### config.mk
export PLATFORM = sky130hd
export DESIGN_NAME = fp_operand_unpack
export DESIGN_NICKNAME = d
export VERILOG_FILES = /design/src/rtl/fpu_unpack_pkg.sv /design/src/rtl/fpu_lzc.sv /design/src/rtl/fpu_field_classify.sv /design/src/rtl/fpu_subnorm_align.sv /design/src/rtl/fp_operand_unpack.sv
export SDC_FILE = /design/constraint.sdc
export NUM_CORES = 1
export LEC_CHECK = 0
export BUFFER_PORTS_ARGS = -buffer_cell sky130_fd_sc_hd__buf_4
export CORE_UTILIZATION = 40
export DETAILED_ROUTE_END_ITERATION = 12
export GPL_ROUTABILITY_DRIVEN = 1
export PLACE_DENSITY_LB_ADDON = 0.2
export SETUP_SLACK_MARGIN = 0.5
export SLEW_MARGIN = 20
export SYNTH_ARGS = -nofsm -noshare
export SYNTH_HDL_FRONTEND = slang
export SYNTH_SLANG_ARGS = --single-unit
### constraint.sdc
create_clock -name clk -period 5.51 [get_ports clk]
set_input_delay 0.551 -clock clk [delete_from_list [all_inputs] [get_ports clk]]
set_output_delay 0.551 -clock clk [all_outputs]
set_load 0.02 [all_outputs]
### src/rtl/fpu_unpack_pkg.sv
package fpu_unpack_pkg;

   // Operand class codes seen by downstream stages.
   typedef enum logic [1:0] {
      FCLS_NORM = 2'b00,
      FCLS_ZERO = 2'b01,
      FCLS_NAN  = 2'b10,
      FCLS_INF  = 2'b11
   } fcls_e;

   // Width of a padded power-of-two window around n bits.
   function automatic int pow2_ceil(input int n);
      int p;
      p = 1;
      while (p < n) p = p * 2;
      return p;
   endfunction

endpackage

### src/rtl/fpu_lzc.sv
// Leading-zero counter built as a chain of halving range tests:
// each stage asks whether the upper half of the remaining window is
// empty, records one count bit, and slides the window if so.
module fpu_lzc #(
   parameter int IN_W  = 52,
   parameter int PAD_W = fpu_unpack_pkg::pow2_ceil(IN_W),
   parameter int CNT_W = $clog2(PAD_W)
) (
   input  logic [IN_W-1:0]  vec_i,
   output logic [CNT_W-1:0] zeros_o
);

   localparam int STAGES = CNT_W;

   logic [PAD_W-1:0] win [0:STAGES-1];
   logic [CNT_W-1:0] cnt;

   // Pad on the low side so that leading zeros are unchanged.
   generate
      if (PAD_W == IN_W) begin : g_nopad
         assign win[0] = vec_i;
      end else begin : g_pad
         assign win[0] = {vec_i, {(PAD_W-IN_W){1'b0}}};
      end
   endgenerate

   genvar s;
   generate
      for (s = 0; s < STAGES; s++) begin : g_stage
         localparam int HALF = PAD_W >> (s + 1);
         logic top_empty;
         assign top_empty = ~|win[s][PAD_W-1 -: HALF];
         assign cnt[STAGES-1-s] = top_empty;
         if (s < STAGES - 1) begin : g_next
            assign win[s+1] = top_empty ? (win[s] << HALF) : win[s];
         end
      end
   endgenerate

   assign zeros_o = cnt;

endmodule

### src/rtl/fpu_field_classify.sv
// Decodes the exponent/fraction fields into a class code and flags
// the subnormal case that needs renormalization.
module fpu_field_classify
   import fpu_unpack_pkg::*;
#(
   parameter int EXP_W  = 11,
   parameter int FRAC_W = 52
) (
   input  logic [EXP_W-1:0]  exp_fld_i,
   input  logic [FRAC_W-1:0] frac_fld_i,
   output fcls_e             cls_o,
   output logic              subnorm_o
);

   logic exp_ones, exp_zero, frac_zero;

   assign exp_ones  = &exp_fld_i;
   assign exp_zero  = ~|exp_fld_i;
   assign frac_zero = ~|frac_fld_i;

   always_comb begin
      subnorm_o = 1'b0;
      if (exp_ones) begin
         cls_o = frac_zero ? FCLS_INF : FCLS_NAN;
      end else if (exp_zero) begin
         if (frac_zero) begin
            cls_o = FCLS_ZERO;
         end else begin
            cls_o     = FCLS_NORM;
            subnorm_o = 1'b1;
         end
      end else begin
         cls_o = FCLS_NORM;
      end
   end

endmodule

### src/rtl/fpu_subnorm_align.sv
// Moves the leading one of a subnormal fraction to the hidden-bit
// position and derives the matching unbiased exponent.
module fpu_subnorm_align #(
   parameter int FRAC_W = 52,
   parameter int GRS_W  = 3,
   parameter int EXPO_W = 13,
   parameter int BIAS   = 1023,
   parameter int CNT_W  = 6
) (
   input  logic [FRAC_W-1:0] frac_i,
   input  logic [CNT_W-1:0]  lz_i,
   output logic [FRAC_W+GRS_W:0] mant_o,
   output logic [EXPO_W-1:0] exp_o
);

   localparam int MANT_W = FRAC_W + 1 + GRS_W;
   localparam logic [EXPO_W-1:0] NEG_BIAS = EXPO_W'(-BIAS);

   logic [CNT_W:0]      shamt;
   logic [MANT_W-1:0]   base;

   // Normal alignment already places fraction MSB one below the hidden
   // bit, so the leading one needs lz+1 more positions.
   assign shamt  = {1'b0, lz_i} + {{CNT_W{1'b0}}, 1'b1};
   assign base   = {1'b0, frac_i, {GRS_W{1'b0}}};
   assign mant_o = base << shamt;
   assign exp_o  = NEG_BIAS - {{(EXPO_W-CNT_W){1'b0}}, lz_i};

endmodule

### src/rtl/fp_operand_unpack.sv
module fp_operand_unpack
   import fpu_unpack_pkg::*;
#(
   parameter int EXP_W  = 11,
   parameter int FRAC_W = 52,
   parameter int GRS_W  = 3,
   parameter int WORD_W = 1 + EXP_W + FRAC_W,
   parameter int EXPO_W = EXP_W + 2,
   parameter int MANT_W = FRAC_W + 1 + GRS_W
) (
   input  logic              clk,
   input  logic              rst,
   input  logic              valid_in,
   input  logic [WORD_W-1:0] word_in,
   output logic              valid_out,
   output logic [1:0]        class_out,
   output logic              sign_out,
   output logic [EXPO_W-1:0] exp_out,
   output logic [MANT_W-1:0] mant_out
);

   localparam int BIAS  = (1 << (EXP_W - 1)) - 1;
   localparam int PAD_W = pow2_ceil(FRAC_W);
   localparam int CNT_W = $clog2(PAD_W);
   localparam logic [EXPO_W-1:0] BIAS_V = EXPO_W'(BIAS);

   // Elaboration-time parameter checks.
   generate
      if (EXP_W < 2) begin : g_chk_exp
         $error("EXP_W must be at least 2");
      end
      if (FRAC_W < 2) begin : g_chk_frac
         $error("FRAC_W must be at least 2");
      end
      if (GRS_W < 1) begin : g_chk_grs
         $error("GRS_W must be at least 1");
      end
      if (WORD_W != 1 + EXP_W + FRAC_W) begin : g_chk_word
         $error("WORD_W must equal 1 + EXP_W + FRAC_W");
      end
      if (MANT_W != FRAC_W + 1 + GRS_W) begin : g_chk_mant
         $error("MANT_W must equal FRAC_W + 1 + GRS_W");
      end
      if ((1 << (EXPO_W - 1)) <= BIAS + FRAC_W) begin : g_chk_expo
         $error("EXPO_W too narrow for the smallest subnormal exponent");
      end
   endgenerate

   // Field split.
   logic              sgn_fld;
   logic [EXP_W-1:0]  exp_fld;
   logic [FRAC_W-1:0] frac_fld;

   assign sgn_fld  = word_in[WORD_W-1];
   assign exp_fld  = word_in[WORD_W-2 -: EXP_W];
   assign frac_fld = word_in[FRAC_W-1:0];

   fcls_e cls;
   logic  subnorm;

   fpu_field_classify #(
      .EXP_W  (EXP_W),
      .FRAC_W (FRAC_W)
   ) u_classify (
      .exp_fld_i  (exp_fld),
      .frac_fld_i (frac_fld),
      .cls_o      (cls),
      .subnorm_o  (subnorm)
   );

   logic [CNT_W-1:0] lz;

   fpu_lzc #(
      .IN_W  (FRAC_W),
      .PAD_W (PAD_W),
      .CNT_W (CNT_W)
   ) u_lzc (
      .vec_i   (frac_fld),
      .zeros_o (lz)
   );

   logic [MANT_W-1:0] sub_mant;
   logic [EXPO_W-1:0] sub_exp;

   fpu_subnorm_align #(
      .FRAC_W (FRAC_W),
      .GRS_W  (GRS_W),
      .EXPO_W (EXPO_W),
      .BIAS   (BIAS),
      .CNT_W  (CNT_W)
   ) u_align (
      .frac_i (frac_fld),
      .lz_i   (lz),
      .mant_o (sub_mant),
      .exp_o  (sub_exp)
   );

   // Result select.
   logic [MANT_W-1:0] nxt_mant;
   logic [EXPO_W-1:0] nxt_exp;

   always_comb begin
      nxt_mant = '0;
      nxt_exp  = '0;
      unique case (cls)
         FCLS_NORM: begin
            if (subnorm) begin
               nxt_mant = sub_mant;
               nxt_exp  = sub_exp;
            end else begin
               nxt_mant = {1'b1, frac_fld, {GRS_W{1'b0}}};
               nxt_exp  = {{(EXPO_W-EXP_W){1'b0}}, exp_fld} - BIAS_V;
            end
         end
         FCLS_NAN: begin
            nxt_mant = {1'b0, frac_fld, {GRS_W{1'b0}}};
         end
         default: begin
            nxt_mant = '0;
            nxt_exp  = '0;
         end
      endcase
   end

   // Output register: valid always follows, data loads only when valid.
   always_ff @(posedge clk) begin
      if (rst) begin
         valid_out <= 1'b0;
         class_out <= 2'b00;
         sign_out  <= 1'b0;
         exp_out   <= '0;
         mant_out  <= '0;
      end else begin
         valid_out <= valid_in;
         if (valid_in) begin
            class_out <= cls;
            sign_out  <= sgn_fld;
            exp_out   <= nxt_exp;
            mant_out  <= nxt_mant;
         end
      end
   end

endmodule

==> qor.csv <==
stage,metric,value,unit
status,status,"finished, final reports clean",
timing,period_share,0.912,
pwr,p_leak,0.00488,µW
logic_synthesis,synth_top_area_frac,0.162,
critical_path,worst-r2r-cell-count,4,
logic_synthesis,synthArstFlopShare,0,
min_path,hp-start,word_in[63],
pwr,power_frac_comb,0.428,
die,rows,52,
global_routing,grt_start_max_net_pins,42,
detailed_routing,via_per_inst,6.97,
clocking,cts_buffers,9,
critical_path,start_kind,input pin,
global_routing,grt_pass1_vias,10710,
logic_synthesis,synth_ff_type,dfxtp_1,
global_routing,grt_use_total,0.460,
die,ioPinCount,140,
die,die_area,0.0219,mm²
critical_path,cp-end-kind,flip-flop,
detailed_routing,ant_nets,0,
timing,setup_ws,0.483,ns
die,die_height,148,µm
pwr,p_int,1400,µW
clocking,insertion_delay,0.35,ns
flow_run,cap_violations,0,
timing,timing.hold.ws,0.426,ns
placed_design,place_ws,-0.136,ns
critical_path,worst-endpoint-required,5.81,ns
pwr,p_switching,858,µW
min_path,whs_endpoint,sign_out,
clocking,cts_tree,done,
finish,final_cells,1643,
timing,fmax,199,MHz
die,initial_utilization,0.414,
pwr,clockPowerShare,0.331,
logic_synthesis,synth_top_area_cell,dfxtp_1,
clocking,hold_buffers,0,
critical_path,worst_r2r_endpoint,mant_out[54],
logic_synthesis,syn_area,0.00851,mm²
detailed_routing,detail_route.wl_per_cell,31.2,µm
placed_design,place_congestion,1.10,
global_routing,antenna_found_initial,2,
logic_synthesis,yosysSeqAreaShare,0.162,
timing,tightest_slew,1.11,ns
clocking,cts.path.max_buffers,2,
detailed_routing,drtPass1Iterations,5,
logic_synthesis,avgSynthCellArea,7.57,µm²
clocking,numClockSinks,69,
clocking,cts_root_buf,clkbuf_16,
pwr,powerDensity,192,mW/mm²
timing,finClkSkew,0,ns
placed_design,dp.cells,1605,
finish,final-seq-area,0.00138,mm²
pwr,sequentialPowerShare,0.241,
clocking,cts-htree-levels,3,
logic_synthesis,yosys_warnings,0,
clocking,clk_pin_slew,0.07,ns
detailed_routing,drt_iter0_drc,1614,
timing,drv_slew,0,
timing,setup_viol,0,
logic_synthesis,synth_area_leaders,"dfxtp_1, mux2i_1, nand2_1",
critical_path,reg2reg_slack,4.28,ns
detailed_routing,vias,11455,
global_routing,grt_overflow,0,
timing,hold_viol_final,0,
critical_path,crit_fanout,9,
finish,area_delta_synth_final,38.2,%
finish,fill_cells,1963,
logic_synthesis,synth-edff-count,0,
logic_synthesis,ys_types,103,
finish,fin_util,0.572,
placed_design,port_buffers,136,
timing,finalSetupTns,0,ns
timing,period_needed,5.03,ns
die,die_x,148,µm
critical_path,reg2reg_from,mant_out[54],
die,core,0.0206,mm²
placed_design,dp_hpwl,39.7,mm
finish,drive_gt1_frac,0.345,
min_path,min_path_type,input pin to flip-flop,
critical_path,crit_type,input pin to flip-flop,
critical_path,critPathArrivalTime,5.33,ns
finish,finish.net_count,1438,
timing,relSlewSlack,0.261,
logic_synthesis,synth_seq_cells,69,
detailed_routing,routed_wl,51.3,mm
min_path,hold_depth,3,
pwr,p_sw_frac,0.380,
detailed_routing,drc,0,
pwr,ir_worst_vdd,139,µV
timing,rsz0062_at_grt,yes,
finish,multi_input_area,0.00679,mm²
global_routing,grt_pass1_wl,73.0,mm
logic_synthesis,netlist_instances,1125,
[flip-flops by register name, indices dropped and copies added, names as in the netlist]
name,flops
mant_out,53
exp_out,12
class_out,2
sign_out,1
valid_out,1
[what timing repair did]
item,CTS,global route
pin swaps,2,15
buffers inserted,5,13
setup endpoints to repair,32,48
resized for setup,14,42
cloned,0,2
[how the worst max path moves through the flow]
| stage | slack, ns | cells after the start | start | endpoint |
|---|---|---|---|---|
| global placement | -0.09 | 15 | word_in[29] | mant_out[49] |
| global route | 0.43 | 20 | word_in[31] | mant_out[29] |
| floorplan | 0.60 | 17 | word_in[29] | mant_out[53] |
| detailed placement | -0.14 | 17 | word_in[29] | mant_out[32] |
| finish | 0.48 | 17 | word_in[31] | mant_out[47] |
| CTS | 0.51 | 17 | word_in[29] | mant_out[38] |
[cell type report]
cell class / count / area share
multi-input combinational: 924 / 0.577
timing repair buffer: 342 / 0.238
sequential: 69 / 0.117
tap: 270 / 0.0287
clock buffer: 9 / 0.0191
clock inverter: 7 / 0.0124
inverter: 20 / 0.00638
antenna: 2 / 0.000425
[synth_stat cells, types with 8 or more instances]
library cell and count:
a211o_1 8, a311oi_1 11, buf_1 8, and4_1 8
a31oi_1 26, mux2_2 23, xnor2_1 11, nor3_1 32
clkbuf_1 50, o32ai_1 11, nor4_1 20, o21ai_1 16
o31ai_1 19, nand4_1 11, a211oi_1 38, a21oi_1 67
o31a_1 8, buf_6 8, nor2_1 87, a22oi_1 37
o21ai_0 45, or3_1 13, buf_4 9, mux2i_1 76
nand2_1 91, o211ai_1 24, inv_1 19, o21a_1 12
dfxtp_1 69, a22o_1 8, buf_2 36, a221oi_1 14
nor2b_1 16, nand3_1 28
[logic make-up after synthesis]
| family | after synthesis | share of synthesized area |
|---|---|---|
| other | 1 | 0.000441 |
| DFF | 69 | 0.162 |
| and+or+nand+nor | 349 | 0.209 |
| xor gates and xnor gates | 12 | 0.0132 |
| AOI/OAI and AO/OA | 453 | 0.405 |
| buffers and inverters | 134 | 0.0758 |
| adders and majority gates | 5 | 0.00735 |
| muxes | 102 | 0.127 |
[power by group through the flow]
stage | Combinational (µW) | Sequential (µW) | Clock [µW]
2_1_floorplan | 419 | 584 | 0
3_3_place_gp | 876 | 553 | 0
3_5_place_dp | 871 | 554 | 0
4_1_cts | 884 | 543 | 747
5_1_grt | 990 | 546 | 770
6_report | 967 | 544 | 748
[metal layers]
metal	vias to the layer above	track usage	part of all wire
li1	4928	-	-
met2	899	0.688	0.42
met4	2	0.285	0.072
met1	5421	0.570	0.38
met3	205	0.147	0.13
met5	-	0	0.00096
[critical path, cell delays in order]
cell and delay [ns]:
buf_4 0.11, or3_4 0.44, or4_4 0.55, or3_4 0.38, o21a_4 0.25, a221o_1 0.33
a311o_1 0.43, o31a_1 0.34, o21ai_4 0.21, buf_4 0.19, buf_12 0.15, a211oi_1 0.05
o21a_1 0.32, buf_4 0.18, or4_1 0.52, o311ai_2 0.13, o21a_1 0.17
[placed cells by master, fill, tap and decap left out, types with 15 or more instances in the layout]
| cell | instances |
|---|---|
| mux2_2 | 23 |
| o31ai_1 | 17 |
| nand2_1 | 91 |
| nor2b_1 | 16 |
| a31oi_1 | 21 |
| dfxtp_1 | 69 |
| inv_1 | 19 |
| o211ai_1 | 24 |
| a211oi_1 | 33 |
| nand3_1 | 27 |
| nor4_1 | 19 |
| buf_12 | 15 |
| o21ai_0 | 44 |
| buf_4 | 322 |
| o21ai_1 | 16 |
| mux2i_1 | 70 |
| a21oi_1 | 66 |
| a22oi_1 | 36 |
| nor2_1 | 87 |
| nor3_1 | 27 |
[stage by stage]
stage / area (µm²) / power (µW)
5_1_grt: 11800 / 2310
4_1_cts: 11400 / 2170
3_3_place_gp: 10900 / 1430
3_5_place_dp: 10900 / 1420
6_report: 11800 / 2260
2_1_floorplan: 8520 / 1000
Note: power is estimated with default switching activity, not from simulation.
